File: config.mk
export PLATFORM = sky130hd
export DESIGN_NAME = wdt_deferred
export DESIGN_NICKNAME = d
export VERILOG_FILES = /design/src/rtl/wdt_pkg.sv /design/src/rtl/wdt_key_seq.sv /design/src/rtl/wdt_arm.sv /design/src/rtl/wdt_count.sv /design/src/rtl/wdt_deferred.sv
export SDC_FILE = /design/constraint.sdc
export NUM_CORES = 1
export LEC_CHECK = 0
export CORE_MARGIN = 1.5
export CORE_UTILIZATION = 25
export DETAILED_ROUTE_END_ITERATION = 16
export DONT_BUFFER_PORTS = 1
export PLACE_DENSITY_LB_ADDON = 0.12
export SLEW_MARGIN = 20
export SYNTH_ARGS = -nofsm -noshare
export SYNTH_HDL_FRONTEND = slang
export SYNTH_HIERARCHICAL = 1
export SYNTH_SLANG_ARGS = --single-unit
File: constraint.sdc
create_clock -name clk -period 2.4 [get_ports clk]
set_input_delay 0.6 -clock clk [delete_from_list [all_inputs] [get_ports clk]]
set_output_delay 0.6 -clock clk [all_outputs]
set_load 0.05 [all_outputs]
File: src/rtl/wdt_pkg.sv
package wdt_pkg;
  localparam int WDT_CNT_W = 16;
  localparam int WDT_KEY_W = 8;
  localparam logic [WDT_KEY_W-1:0] WDT_KEY_FIRST  = 8'h1E;
  localparam logic [WDT_KEY_W-1:0] WDT_KEY_SECOND = 8'hE1;

  typedef enum logic [0:0] {
    KEY_WAIT = 1'b0,
    KEY_HALF = 1'b1
  } key_state_e;
endpackage

File: src/rtl/wdt_key_seq.sv
module wdt_key_seq
  import wdt_pkg::*;
#(
  parameter int                KEY_W      = WDT_KEY_W,
  parameter logic [KEY_W-1:0]  KEY_FIRST  = WDT_KEY_FIRST,
  parameter logic [KEY_W-1:0]  KEY_SECOND = WDT_KEY_SECOND
) (
  input  logic             clk,
  input  logic             rst,
  input  logic             wr_stb,
  input  logic [KEY_W-1:0] wr_data,
  output logic             clr_hit
);
  key_state_e st_q;
  logic       is_first;
  logic       is_second;

  always_comb begin
    is_first  = wr_stb && (wr_data == KEY_FIRST);
    is_second = wr_stb && (wr_data == KEY_SECOND);
    clr_hit   = is_second && (st_q == KEY_HALF);
  end

  // Every write decides the stage anew; idle cycles keep it.
  always_ff @(posedge clk) begin
    if (rst) begin
      st_q <= KEY_WAIT;
    end else if (wr_stb) begin
      st_q <= is_first ? KEY_HALF : KEY_WAIT;
    end
  end


  seq_restart_chk: assert property (@(posedge clk) disable iff (rst)
    clr_hit |=> (st_q == KEY_WAIT));


  half_needs_first_chk: assert property (@(posedge clk) disable iff (rst)
    (st_q == KEY_HALF) |-> $past(st_q == KEY_HALF || is_first));
endmodule

File: src/rtl/wdt_arm.sv
module wdt_arm (
  input  logic clk,
  input  logic rst,
  input  logic cfg_defer,
  input  logic clr_hit,
  output logic active
);
  always_ff @(posedge clk) begin
    if (rst) begin
      active <= ~cfg_defer;
    end else if (clr_hit) begin
      active <= 1'b1;
    end
  end


  arm_sticky_chk: assert property (@(posedge clk) disable iff (rst)
    active |=> active);


  arm_from_cfg_chk: assert property (@(posedge clk) disable iff (rst)
    $past(rst) |-> (active == !$past(cfg_defer)));


  wake_on_clear_chk: assert property (@(posedge clk) disable iff (rst)
    (!active && clr_hit) |=> active);
endmodule

File: src/rtl/wdt_count.sv
module wdt_count
  import wdt_pkg::*;
#(
  parameter int CNT_W = WDT_CNT_W
) (
  input  logic clk,
  input  logic rst,
  input  logic en,
  input  logic tick,
  input  logic clr,
  output logic req
);
  localparam logic [CNT_W-1:0] CNT_MAX = {CNT_W{1'b1}};

  logic [CNT_W-1:0] cnt_q;
  logic             at_top;

  always_comb at_top = (cnt_q == CNT_MAX);

  always_ff @(posedge clk) begin
    if (rst) begin
      cnt_q <= '0;
      req   <= 1'b0;
    end else begin
      req <= 1'b0;
      if (clr) begin
        cnt_q <= '0;
      end else if (en && tick) begin
        if (at_top) begin
          cnt_q <= '0;
          req   <= 1'b1;
        end else begin
          cnt_q <= cnt_q + CNT_W'(1);
        end
      end
    end
  end


  req_pulse_chk: assert property (@(posedge clk) disable iff (rst)
    req |=> !req);


  tick_step_chk: assert property (@(posedge clk) disable iff (rst)
    (en && tick && !clr && !at_top) |=> (cnt_q == $past(cnt_q) + CNT_W'(1)));


  idle_hold_chk: assert property (@(posedge clk) disable iff (rst)
    (!tick && !clr) |=> $stable(cnt_q));


  clr_zero_chk: assert property (@(posedge clk) disable iff (rst)
    clr |=> ((cnt_q == '0) && !req));


  req_needs_en_chk: assert property (@(posedge clk) disable iff (rst)
    req |-> $past(en));
endmodule

File: src/rtl/wdt_deferred.sv
module wdt_deferred
  import wdt_pkg::*;
#(
  parameter int               CNT_W      = WDT_CNT_W,
  parameter int               KEY_W      = WDT_KEY_W,
  parameter logic [KEY_W-1:0] KEY_FIRST  = WDT_KEY_FIRST,
  parameter logic [KEY_W-1:0] KEY_SECOND = WDT_KEY_SECOND
) (
  input  logic             clk,
  input  logic             rst,
  input  logic             tick,
  input  logic             wr_stb,
  input  logic [KEY_W-1:0] wr_data,
  input  logic             cfg_defer,
  output logic             wdt_rst_req
);
  logic clr_hit;
  logic active;

  wdt_key_seq #(
    .KEY_W      (KEY_W),
    .KEY_FIRST  (KEY_FIRST),
    .KEY_SECOND (KEY_SECOND)
  ) u_key (
    .clk     (clk),
    .rst     (rst),
    .wr_stb  (wr_stb),
    .wr_data (wr_data),
    .clr_hit (clr_hit)
  );

  wdt_arm u_arm (
    .clk       (clk),
    .rst       (rst),
    .cfg_defer (cfg_defer),
    .clr_hit   (clr_hit),
    .active    (active)
  );

  wdt_count #(
    .CNT_W (CNT_W)
  ) u_cnt (
    .clk  (clk),
    .rst  (rst),
    .en   (active),
    .tick (tick),
    .clr  (clr_hit),
    .req  (wdt_rst_req)
  );


  req_needs_arm_chk: assert property (@(posedge clk) disable iff (rst)
    wdt_rst_req |-> active);


  reset_quiet_chk: assert property (@(posedge clk)
    rst |=> !wdt_rst_req);
endmodule

# Word level (Yosys, flattened, before mapping)
# Index checks and enable logic that the tools add are counted.
# word_totals
ff_bits,19
# op_classes
n_bitwise,2
reduce_logical,7
muxes,5
n_eq_ne,3
add_sub_neg,1
# op_table
cell,n
"adder 16 x 1 -> 16 bit, second input constant",1
"equality test 16 bit, second input constant",1
two-way mux 16 bit,1
"equality test 8 x 5 -> 1 bit, second input constant",1
"equality test 8 bit, second input constant",1
logical AND 1 bit,4
two-way mux 1 bit,4
OR reduction 3 bit,1
inverter 1 bit,2
nonzero test 2 bit,1
OR reduction 2 bit,1

# Logic depth before layout (Yosys ltp)
# logic_depth
depth_word,5
mapped_depth,6
ltp_nobuf,5

# By module
# Netlist, hierarchy kept.
# modules_own_cells
module,instances,seq_area_each_um2,cells_per_inst,area_per_inst_um2
wdt_count,1,340.3,88,779.5
wdt_key_seq,1,20.0,9,91.3
wdt_arm,1,30.0,3,40.0

# Worst setup path before layout
# OpenSTA, ideal clock, no wires.
# synth_path
path_type,input-to-reg
startpoint,in wr_data[4]
endpoint,reg u_cnt.cnt_q[0]
arrival_ns,1.585
setup_slack_ns,0.698
path_stages,6
setup_time_ns,0.117
cell_sequence,nand4b_1 > nor4_1 > or2_2 > o21bai_1 > buf_2 > nor2_1
# synth_between
elab_chain_len,4
# synth_rtl
item,line_no,text
start: declaration,wdt_deferred.sv:13,"input logic [KEY_W-1:0] wr_data,"
equality test 8 bit,wdt_key_seq.sv:20,is_second = wr_stb && (wr_data == KEY_SECOND);
logical AND 1 bit,wdt_key_seq.sv:20,
logical AND 1 bit,wdt_key_seq.sv:21,clr_hit = is_second && (st_q == KEY_HALF);
named net clr_hit,wdt_deferred.sv:17,logic clr_hit;
OR reduction 2 bit (no line),-,
end signal: assignment,wdt_count.sv:33,cnt_q <= cnt_q + CNT_W'(1);
end: declaration,wdt_count.sv:15,logic [CNT_W-1:0] cnt_q;
# The timed path passes the listed nets, and every way through them passes these cells.
# A chain may end at the register's enable or synchronous reset.

# Final worst setup path
# layout_path
startpoint,reg u_cnt.cnt_q[3]
endpoint,reg u_cnt.cnt_q[15]
# layout_between
elab_chain_len,2
word_cells_on_any_way,3
classes_between,1 x add/sub; 1 x eq/ne; 1 x mux
# layout_rtl
item,line_no,text
adder 16 x 1 -> 16 bit or equality test 16 bit (tied branches),"wdt_count.sv:33, wdt_count.sv:18",
two-way mux 16 bit *,wdt_count.sv:29,if (at_top) begin
# Every way passes the cells marked *; elsewhere a longest branch is shown, timed or not.

==> flow_metrics.tcl <==
set metrics [dict create \
    outcome "complete, no violations" \
    endpoint_kind "flip-flop" \
    grt_max_degree 14 \
    worst_path_max_delay_cell "or4_4" \
    grt_pass1_wl_um 2810 \
    netSwitchingPower_mw 0.116 \
    ys.flop_type "dfxtp_1" \
    grt_pass1_vias 648 \
    die_y_um 63.4 \
    pwr-share-clk_pct 31.6 \
    antenna_found_initial 0 \
    synth_edf_count 1 \
    syn-num-nets 114 \
    met1_usage_pct 12.0 \
    drt_iter0_markers 17 \
    post_cts_resized 0 \
    clk_latency_ps 290 \
    skew_ps 7.23 \
    fmax_ghz 0.573 \
    required_ps 2620 \
    rrSetupSlack_ps 660 \
    crit_chain "nand4_2 -> or4_4 -> or3_1 -> a31oi_1" \
    clk_pin_slew_ps 110 \
    ys_types 31 \
    ant_nets 0 \
    io_buffers 0 \
    finalCritPeriodShare_pct 72.7 \
    fin_nets 118 \
    dp_hpwl_um 1180 \
    ios 14 \
    cts_tree "yes" \
    comb_power_share_pct 3.9 \
    seq_area_frac_synth_pct 42.9 \
    timing.max_cap.violations 0 \
    slowest_delay_ps 590 \
    rsz0062_at_grt "no" \
    p_sw_share_pct 22.6 \
    synthTopCellsByCount "dfxtp_1 (18), nor2_1 (13), nand2_1 (8)" \
    vias 708 \
    setup_viol 0 \
    crit_arrival_ps 1970 \
    start_kind "flip-flop" \
    ctsLongestPathBuffers 2 \
    viasPerCell 4.75 \
    yosys.area.top_type_share_pct 39.6 \
    synth_area_leaders "dfxtp_1 (40%), xor2_1 (6.7%), nor2_1 (5.4%)" \
    period_needed_ps 1740 \
    cts-root-buf "clkbuf_4" \
    vdd_ir_drop_max_uv 189 \
    path_max_fanout 6 \
    routed_wl_um 1610 \
    synth_warnings 6 \
    die_w_um 63.4 \
    holdBufCountCts 0 \
    grt_overflow 0 \
    p_int_mw 0.397 \
    start_util_pct 26.7 \
    power_density_nw_per_um2 516 \
    async_flop_share_pct 0 \
    dieArea_um2 4010 \
    drc 0 \
    min_path_type "in -> reg" \
    cts_made_buffers 3 \
    wire_per_inst_um 10.8 \
    grt_usage_pct 8.84 \
    seqPwrFrac_pct 64.4 \
    finalHoldViolations 0 \
    h-tree-depth 1 \
    worst_pin_slew_ps 487 \
    clock-sinks 19 \
    grt_use_met3_pct 2.14 \
    area_growth_pct 9.07 \
    pre_cts_slack_ps 651 \
    gp_congestion 0.685 \
    insertedDiodeCount 0 \
    gr-usage-met2_pct 12.5 \
    drt-pass1-iter-count 4 \
    grt-busiest-layer "met2" \
    num_rows 21 \
    drive_above_1_share_pct 10.7 \
    post_cts_buffers 0 \
    coreArea_um2 3420 \
    syn_inst 100 \
    worst_slack_ps 656 \
    synth.largest_area_cell "dfxtp_1" \
    ys_ff_latch 19 \
    synth_area_per_cell_um2 9.11 \
    tns_ps 0 \
    final_util_pct 29.1 \
    p_leak_nw 0.311 \
    crit_type "reg -> reg" \
    synth.most_common_cell "dfxtp_1" \
    slew_violations 0 \
    slew_headroom_pct 67.5 \
    syn-cell-area_um2 911 \
]
-- state kept, by name, indices dropped and copies added, names as in the netlist --
| register | count |
|---|---|
| u_cnt/cnt_q | 16 |
| u_arm/active | 1 |
| u_cnt/req | 1 |
| u_key/st_q | 1 |
-- worst paths after layout --
check,from,endpoint,cells past startpoint
worst max-delay path,u_cnt/cnt_q[3],u_cnt/cnt_q[15],4
worst min-delay path,rst,u_key/st_q,1
worst max register to register,u_cnt/cnt_q[3],u_cnt/cnt_q[15],4
worst min register to register,u_cnt/cnt_q[14],u_cnt/cnt_q[14],2
-- cells by family (layout without fill, tap and decap cells) --
group,after synthesis,after routing,share of synthesized area [%]
compound gates,8,8,6.04
xor+xnor,12,12,11.5
flops,19,19,42.9
buf+inv,4,7,1.79
simple gates,56,56,36.4
fa+ha+maj,1,1,1.37
-- metrics by stage --
stage	instance area [um2]	power (mW)	std cells	hold WS, ps
after floorplan	911	0.352	100	469
after global placement	967	0.358	145	493
after detailed placement	967	0.358	145	495
after CTS	993	0.520	149	390
after global routing	993	0.547	149	372
final	993	0.513	149	398
-- final cells by class --
class	count	area, um2
Sequential cell	19	390
Inverter	2	7.51
Multi-Input combinational cell	77	504
Fill cell	374	2420
Tap cell	46	57.6
Clock buffer	4	26.3
Timing Repair Buffer	1	7.51
-- placed cells by master (no fill, tap or decap), drive strengths merged, types with 3 or more instances in the layout --
cell type,instances
xnor2,5
clkbuf,4
or3,3
a21oi,3
dfxtp,18
nor2,13
nor4,3
nand4,7
nand3,7
nand2,8
and4,3
xor2,7
nand4b,3
nor3,3
-- per-layer routing --
metal,wire length (um),vias up
li1,-,373
met1,849,315
met2,671,18
met3,68,2
met4,24,0
met5,0,-
-- power by group through the flow --
stage	Clock, mW	Sequential [mW]	Combinational, mW
floorplan	0	0.336	0.0162
global placement	0	0.337	0.0209
detailed placement	0	0.337	0.0205
CTS	0.169	0.330	0.0205
global route	0.192	0.331	0.0229
finish	0.162	0.330	0.0202
-- worst max-delay path, delay by kind of cell (launching register included) --
family | cells | cell delay, ps
compound gates | 1 | 150
flops | 1 | 460
simple gates | 3 | 1060
(Power assumes the default switching activity.)
